### config.mk
export PLATFORM = sky130hd
export DESIGN_NAME = csc_top
export DESIGN_NICKNAME = d
export VERILOG_FILES = /design/src/rtl/csc_pkg.sv /design/src/rtl/csc_sync.sv /design/src/rtl/csc_timer.sv /design/src/rtl/csc_shifter.sv /design/src/rtl/csc_top.sv
export SDC_FILE = /design/constraint.sdc
export NUM_CORES = 1
export LEC_CHECK = 0
export CORE_AREA = 5 5 92 94
export DETAILED_ROUTE_END_ITERATION = 8
export DIE_AREA = 0 0 97 99
export DONT_BUFFER_PORTS = 1
export MAX_ROUTING_LAYER = met4
export PLACE_DENSITY_LB_ADDON = 0.08
export SLEW_MARGIN = 40
export SYNTH_ARGS = -nofsm -noshare
export SYNTH_HDL_FRONTEND = slang
export SYNTH_SLANG_ARGS = --single-unit
### constraint.sdc
create_clock -name clk -period 4.33 [get_ports clk]
set_input_delay 0.433 -clock clk [delete_from_list [all_inputs] [get_ports clk]]
set_output_delay 0.433 -clock clk [all_outputs]
set_load 0.02 [all_outputs]
### src/rtl/csc_pkg.sv
package csc_pkg;
   typedef enum logic [1:0] {
      ST_CONVERT = 2'd0,
      ST_SLEEP   = 2'd1,
      ST_OUTPUT  = 2'd2
   } cyc_state_e;
endpackage

### src/rtl/csc_sync.sv
module csc_sync #(
   parameter int STAGES  = 2,
   parameter bit RST_VAL = 1'b0
) (
   input  logic clk,
   input  logic rst_n,
   input  logic d,
   output logic q
);
   generate
      if (STAGES < 2) begin : g_bad
         $error("csc_sync: STAGES must be at least 2");
      end
   endgenerate

   logic [STAGES-1:0] chain;

   genvar gi;
   generate
      for (gi = 0; gi < STAGES; gi++) begin : g_stage
         always_ff @(posedge clk or negedge rst_n) begin
            if (!rst_n) chain[gi] <= RST_VAL;
            else if (gi == 0) chain[gi] <= d;
            else chain[gi] <= chain[(gi == 0) ? 0 : gi-1];
         end
      end
   endgenerate

   assign q = chain[STAGES-1];
endmodule

### src/rtl/csc_timer.sv
module csc_timer #(
   parameter int CYCLES = 64
) (
   input  logic clk,
   input  logic rst_n,
   input  logic run,
   output logic done
);
   generate
      if (CYCLES < 2) begin : g_bad
         $error("csc_timer: CYCLES must be at least 2");
      end
   endgenerate

   localparam int CNT_W = (CYCLES < 2) ? 1 : $clog2(CYCLES);
   localparam logic [CNT_W-1:0] LAST = CNT_W'(CYCLES-1);

   logic [CNT_W-1:0] cnt;

   always_ff @(posedge clk or negedge rst_n) begin
      if (!rst_n) cnt <= '0;
      else if (!run || done) cnt <= '0;
      else cnt <= cnt + 1'b1;
   end

   assign done = run && (cnt == LAST);

   AST_CNT_BOUND: assert property (@(posedge clk) disable iff (!rst_n)
      32'(cnt) < CYCLES);
   AST_CNT_IDLE: assert property (@(posedge clk) disable iff (!rst_n)
      !run |=> cnt == '0);
endmodule

### src/rtl/csc_shifter.sv
module csc_shifter #(
   parameter int WORD_W = 32
) (
   input  logic              clk,
   input  logic              rst_n,
   input  logic              load,
   input  logic [WORD_W-1:0] din,
   input  logic              shift,
   output logic              msb
);
   logic [WORD_W-1:0] word_q;

   always_ff @(posedge clk or negedge rst_n) begin
      if (!rst_n) word_q <= '0;
      else if (load) word_q <= din;
      else if (shift) word_q <= {word_q[WORD_W-2:0], 1'b0};
   end

   assign msb = word_q[WORD_W-1];

   AST_HOLD_STATIC: assert property (@(posedge clk) disable iff (!rst_n)
      (!load && !shift) |=> $stable(word_q));
endmodule

### src/rtl/csc_top.sv
module csc_top #(
   parameter int WORD_W      = 32,
   parameter int CONV_CYCLES = 64,
   parameter int SYNC_STAGES = 2,
   parameter bit IDLE_LEVEL  = 1'b1
) (
   input  logic              clk,
   input  logic              rst_n,
   input  logic              cs_n,
   input  logic              sclk,
   input  logic [WORD_W-1:0] result_in,
   output logic              sdo,
   output logic              busy
);
   import csc_pkg::*;

   generate
      if (WORD_W < 2) begin : g_bad_w
         $error("csc_top: WORD_W must be at least 2");
      end
   endgenerate

   localparam int BIT_W = $clog2(WORD_W);
   localparam logic [BIT_W-1:0] LAST_BIT = BIT_W'(WORD_W-1);

   logic cs_s, sck_s, sck_prev, sck_fall;
   logic conv_done, shifter_msb;
   logic [BIT_W-1:0] bcnt;
   cyc_state_e st_q;

   csc_sync #(.STAGES(SYNC_STAGES), .RST_VAL(1'b1)) u_cs_sync (
      .clk(clk), .rst_n(rst_n), .d(cs_n), .q(cs_s));
   csc_sync #(.STAGES(SYNC_STAGES), .RST_VAL(1'b0)) u_sck_sync (
      .clk(clk), .rst_n(rst_n), .d(sclk), .q(sck_s));

   always_ff @(posedge clk or negedge rst_n) begin
      if (!rst_n) sck_prev <= 1'b0;
      else sck_prev <= sck_s;
   end
   assign sck_fall = sck_prev && !sck_s;

   csc_timer #(.CYCLES(CONV_CYCLES)) u_timer (
      .clk(clk), .rst_n(rst_n), .run(st_q == ST_CONVERT), .done(conv_done));

   csc_shifter #(.WORD_W(WORD_W)) u_shift (
      .clk(clk), .rst_n(rst_n), .load(conv_done), .din(result_in),
      .shift((st_q == ST_OUTPUT) && sck_fall), .msb(shifter_msb));

   always_ff @(posedge clk or negedge rst_n) begin
      if (!rst_n) begin
         st_q <= ST_CONVERT;
         bcnt <= '0;
      end else begin
         case (st_q)
            ST_CONVERT: if (conv_done) st_q <= ST_SLEEP;
            ST_SLEEP: if (!cs_s) begin
               st_q <= ST_OUTPUT;
               bcnt <= '0;
            end
            ST_OUTPUT: begin
               if (cs_s) st_q <= ST_CONVERT;
               else if (sck_fall) begin
                  if (bcnt == LAST_BIT) st_q <= ST_CONVERT;
                  bcnt <= bcnt + 1'b1;
               end
            end
            default: st_q <= ST_CONVERT;
         endcase
      end
   end

   assign sdo  = (st_q == ST_OUTPUT) ? shifter_msb : IDLE_LEVEL;
   assign busy = (st_q == ST_CONVERT);

   AST_CONV_ORDER: assert property (@(posedge clk) disable iff (!rst_n)
      (st_q == ST_CONVERT) |=> (st_q == ST_CONVERT || st_q == ST_SLEEP));
   AST_SLEEP_ORDER: assert property (@(posedge clk) disable iff (!rst_n)
      (st_q == ST_SLEEP) |=> (st_q == ST_SLEEP || st_q == ST_OUTPUT));
   AST_OUT_ORDER: assert property (@(posedge clk) disable iff (!rst_n)
      (st_q == ST_OUTPUT) |=> (st_q == ST_OUTPUT || st_q == ST_CONVERT));
   AST_SLEEP_WAIT: assert property (@(posedge clk) disable iff (!rst_n)
      (st_q == ST_SLEEP && cs_s) |=> (st_q == ST_SLEEP));
   AST_ABORT: assert property (@(posedge clk) disable iff (!rst_n)
      (st_q == ST_OUTPUT && cs_s) |=> (st_q == ST_CONVERT));
   AST_SDO_ON_FALL: assert property (@(posedge clk) disable iff (!rst_n)
      (st_q == ST_OUTPUT && !sck_fall && !cs_s) |=> $stable(sdo));
   AST_NO_EARLY_OUT: assert property (@(posedge clk) disable iff (!rst_n)
      (st_q == ST_CONVERT && !conv_done) |=> (st_q == ST_CONVERT));
endmodule

---- Word-level counts from Yosys, hierarchy flattened ----
Cells that the tools add are included.
word-level totals
  ROM bits ................................ 0
  memories kept ........................... 0
  latch bits .............................. 0
  word-level logic and storage cells ...... 46
  input port bits ......................... 36
  bits in writable memories ............... 0
  register bits ........................... 50
  output and inout port bits .............. 2
cells by class
  muxes and demuxes ....................... 14
  eq/ne operators ......................... 10
  bitwise logic cells ..................... 0
  multiply operators ...................... 0
  reduce and logical (&&, ||, !) cells .... 11
  shifts and indexed selects .............. 0
  divide/modulo/power cells ............... 0
  magnitude comparators ................... 0
  add/subtract/negate cells ............... 2
operators with widths
  kind                   number
  $mux W32               2
  $mux W5                3
  $mux W2                5
  $pmux W5 S2            1
  $ne A2 B2 Y1 const B   4
  $reduce_and A4 Y1      2
  $add A6 B1 Y6 const B  1
  $eq A6 B6 Y1 const B   1
  $mux W6                1
  $ne A3 B2 Y1 const B   2
  $pmux W2 S3            1
  $add A5 B1 Y5 const B  1
  $eq A5 B5 Y1 const B   1
  $reduce_bool A2 Y1     2
  $logic_and A1 B1 Y1    3
  $eq A2 B1 Y1 const B   1
  $eq A2 B2 Y1 const B   1
  $logic_not A1 Y1       2
  $logic_not A2 Y1       1
  $logic_or A1 B1 Y1     1
  $mux W1                1

---- Depth between registers and ports, before layout ----
  word-level depth ........................ 5
  depth in mapped cells ................... 6
  gate-level depth less buffers ........... 6

---- Hierarchy ----
From an unflattened synthesis, not the netlist that was laid out.
unflattened totals
  cells, all modules ...................... 206
  area total of the unflattened synthesis .. 2299.7 µm²
modules (own cells, without submodules)
  module                  times used  cells an instance  sequential area each (µm²)  area each (µm²)
  csc_shifter             1           139                800.8                       1512.7
  csc_top                 1           35                 200.2                       410.4
  csc_timer               1           28                 150.1                       274.0
  csc_sync at u_cs_sync   1           2                  52.6                        52.6
  csc_sync at u_sck_sync  1           2                  50.0                        50.0

---- Worst setup path after synthesis ----
OpenSTA, ideal clock, no wires.
  kind .................................... reg-to-reg
  start point ............................. register u_timer.cnt[0]
  end point ............................... register u_shift.word_q[10]
  arrival time ............................ 1.654 ns
  path buffers ............................ 2
  required time ........................... 4.205 ns
  clock period less this slack ............ 1.779 ns
  cell stages (with the launch flop) ...... 7
  setup slack ............................. 2.551 ns
  library setup time ...................... 0.125 ns
  path through ............................ dfrtp_1 ha_1 nand4_1 or4_4 buf_6 buf_12 mux2_4
on the way
  word-level cells in the longest chain between the ends .. 3
  elaborated cells on any way between the ends .. 4
  classes of those cells .................. eq/ne (1); mux (1); reduce/logical (2)
ends and longest elaborated chain
  element                                         RTL line           RTL
  start: declaration                              csc_timer.sv:18    logic [CNT_W-1:0] cnt;
  start signal: assignment                        csc_timer.sv:23    else cnt <= cnt + 1'b1;
  $eq A6 B6 Y1 *                                  csc_timer.sv:26    assign done = run && (cnt == LAST);
  $logic_and A1 B1 Y1 *                           csc_timer.sv:26
  $mux W32 or $reduce_bool A2 Y1 (tied branches)  --
  end signal: assignment                          csc_shifter.sv:15  else if (load) word_q <= din;
  end signal: assignment                          csc_shifter.sv:16  else if (shift) word_q <= {word_q[WORD_W-2:0], 1'b0};
  end: declaration                                csc_shifter.sv:11  logic [WORD_W-1:0] word_q;
Mark *: on every way between the ends. The rest lies on a longest branch, timed or not.
A chain may end at the register's enable or synchronous reset.

---- Worst setup path in the final report ----
  start point ............................. register st_q[0]
  end point ............................... register u_shift.word_q[30]
on the way
  word-level cells in the longest chain between the ends .. 3
  elaborated cells on any way between the ends .. 6
  classes of those cells .................. eq/ne (1); mux (1); reduce/logical (4)
ends and longest elaborated chain
  element                                                   RTL line                        RTL
  start: declaration                                        csc_top.sv:29                   cyc_state_e st_q;
  start signal: assignment                                  csc_top.sv:51                   st_q <= ST_CONVERT;
  start signal: assignment                                  csc_top.sv:55                   ST_CONVERT: if (conv_done) st_q <= ST_SLEEP;
  start signal: assignment                                  csc_top.sv:57                   st_q <= ST_OUTPUT;
  $eq A2 B2 Y1 or $logic_not A2 Y1 (tied branches)          csc_top.sv:47, csc_top.sv:43
  $logic_and A1 B1 Y1 (on tied branches)                    csc_top.sv:47, csc_timer.sv:26
  $reduce_bool A2 Y1 (no line) or $mux W32 (tied branches)  --
Several ways; a longest one is shown, not always the timed one.

==> results.tsv <==
metric	value	unit
met2_usage	0.157	
final_util	0.358	
overflow	0	
cts_buffers	5	
status	complete, no violations	
synth_cell_types	35	
seq_area_frac_synth	0.490	
ff2ff_setup_slack	2.19	ns
cp-end-kind	register	
setup_tns	0	ns
fin_crit	2.14	ns
drive_gt1_frac	0.429	
rsz0062_at_grt	false	
crit_buf_inv	0	
path_class	register to register	
dpl.hpwl	3030	um
die_y	99	um
fmax	0.468	GHz
worst_ep_arrival_time	2.32	ns
antenna_cells	0	
r2r-end	u_shift.word_q[30]	
fin_nets	215	
post-place-ws	2.18	ns
die_area	9600	um2
netlist.top_cell.by_area	dfrtp_1	
r2r_start	st_q[0]	
syn_nets	218	
ys.flop_type	dfrtp_1	
start_util	0.338	
numClockSinks	50	
finalHoldViolCount	0	
holdCritStartpoint	cs_n	
synth_top_area_frac	0.470	
num_rows	32	
routed_wl	4490	um
worst_ir_drop_vdd	0.000188	V
yosys_warnings	0	
grt_pass1_vias	1547	
clkLatencyLatePin	0.29	ns
ant_nets	0	
ys_seq_elements	50	
critical-path-top-delay-family	multiplexers	
placeableCoreArea	7570	um2
synth-edff-count	0	
synth_cells	179	
syn_area	2560	um2
crit_path_top_delay_cell	nand4bb_1	
met1_usage	0.139	
drt_iter0_drc	51	
syn_area_per_cell	14.3	um2
grtUsageMet3	0.0276	
die_w	97	um
clockBufferDepth	2	
powerDensity	326	nW/um2
viasPerCell	4.82	
maxSlewHeadroom	0.479	
dr.pass1.iters	4	
num_vias	1346	
whs_path_depth	0	
gp_congestion	0.658	
io-pin-count	38	
finClkSkew	0.00695	ns
antenna_found_initial	0	
yosysMostFrequentCell	dfrtp_1	
ff2ff_path_depth	3	
crit_chain	nand4bb_1, mux2_2, mux2_4	
synthTopCellsByArea	dfrtp_1 47%, mux2_4 17%, mux2_2 15%	
io_buffer_count	0	
setup_viol	0	
grt_usage	0.104	
grt_pass1_wl	7800	um
clkSlewWorstSetupHoldPaths	0.09	ns
routedWlPerCell	16.1	um
setup_ws	2.19	ns
cts_tree	built	
worstPathRequired	4.51	ns
num-fill-cells	719	
htree_levels	2	
async_flop_share	1.00	
timing.max_cap.violations	0	
cp_max_fo	15	
area_growth	5.97	%
busiest_layer	met2	
root_buffer	clkbuf_8	
fin_crit_sh	0.494	
hold_class	input pin to register	
cp-start-kind	register	
slowest_delay	0.75	ns
post-cts-setup-buffers	0	
grt_max_degree	51	
power_leakage	1.24	nW
post-route-drc-count	0	
finalMaxSlewViolations	0	
worst_pin_slew	0.777	ns
whs_endpoint	u_cs_sync.chain[0]	
yosys-top-cells-count	48 x dfrtp_1, 34 x mux2_2, 29 x mux2_4	
per-layer routing:
layer / vias to the layer above / part of all wire
li1: 629 / -
met1: 686 / 0.49
met2: 29 / 0.48
met3: 2 / 0.028
met4: 0 / 0.0073
met5: - / 0
cell families after synthesis:
group	synth area share
AO/OA/AOI/OAI	0.0289
XOR/XNOR	0.0103
adder cells (fa/ha/maj)	0.0147
buffers and inverters	0.0563
flip-flops	0.490
multiplexers	0.324
AND/OR/NAND/NOR	0.0754
where the power goes:
group / internal [W] / switching, W / total (W) / leakage (nW)
clock network: 0.000189 / 0.000149 / 0.000338 / 0.0585
logic: 0.0000332 / 0.0000177 / 0.0000510 / 0.586
registers: 0.000485 / 0.00000960 / 0.000494 / 0.596
total: 0.000707 / 0.000177 / 0.000883 / 1.24
worst max path at each step:
stage	start	endpoint	slack, ns	cells after the start
5_1_grt	st_q[0]	u_shift.word_q[30]	2.01	3
6_report	st_q[0]	u_shift.word_q[30]	2.19	3
3_5_place_dp	st_q[0]	u_shift.word_q[30]	2.18	3
4_1_cts	st_q[0]	u_shift.word_q[30]	2.17	3
2_1_floorplan	u_timer.cnt[0]	u_shift.word_q[10]	2.55	6
3_3_place_gp	st_q[0]	u_shift.word_q[14]	1.94	3
worst register-to-register path: stages, from the launching register on:
cell and delay (ns):
dfrtp_1 0.50, nand4bb_1 0.75, mux2_2 0.53, mux2_4 0.26
registers in the layout (all words and copies together) (netlist names):
| register | flops |
|---|---|
| u_timer.cnt | 6 |
| sck_prev | 1 |
| st_q | 2 |
| u_shift.word_q | 32 |
| u_sck_sync.chain | 1 |
| u_sck_sync.q | 1 |
| u_cs_sync.q | 1 |
| bcnt | 5 |
| u_cs_sync.chain | 1 |
area by class of cell:
| class | instances | area [um2] | share of cell area |
|---|---|---|---|
| Inverter | 4 | 15.0 | 0.00554 |
| Sequential cell | 50 | 1250 | 0.463 |
| Tap cell | 102 | 128 | 0.0471 |
| Multi-Input combinational cell | 113 | 1160 | 0.428 |
| Clock buffer | 7 | 86.3 | 0.0319 |
| Timing Repair Buffer | 2 | 37.5 | 0.0139 |
| Clock inverter | 1 | 30.0 | 0.0111 |
cells in the final DEF, fill, tap and decap left out, types with 2 or more instances in the layout:
master,instances
or3_1,2
ha_1,3
nand3b_1,2
nor3_1,2
dfstp_2,2
nand4bb_1,2
a21oi_1,3
nand2_1,5
dfrtp_1,48
a21o_1,2
clkbuf_8,6
nor2_1,6
xor2_1,2
inv_1,4
mux2_2,34
o21ai_0,2
nand3_1,5
o211ai_1,2
mux2_4,29
stage by stage:
stage | cell area, um2 | std cells | hold WS [ns] | total power, W
2_1_floorplan | 2560 | 179 | 0.137 | 0.000536
3_3_place_gp | 2550 | 269 | 0.139 | 0.000540
3_5_place_dp | 2550 | 269 | 0.139 | 0.000542
4_1_cts | 2710 | 279 | 0.114 | 0.000902
5_1_grt | 2710 | 279 | 0.103 | 0.000923
6_report | 2710 | 279 | 0.131 | 0.000883
repair_timing:
| action | 4_1_cts | 5_1_grt |
|---|---|---|
| endpoints found under the hold margin | 50 | 0 |
| hold buffers | 2 | 0 |
| gates resized for setup | 0 | 0 |
No activity file was read; power rests on OpenSTA's default activity.
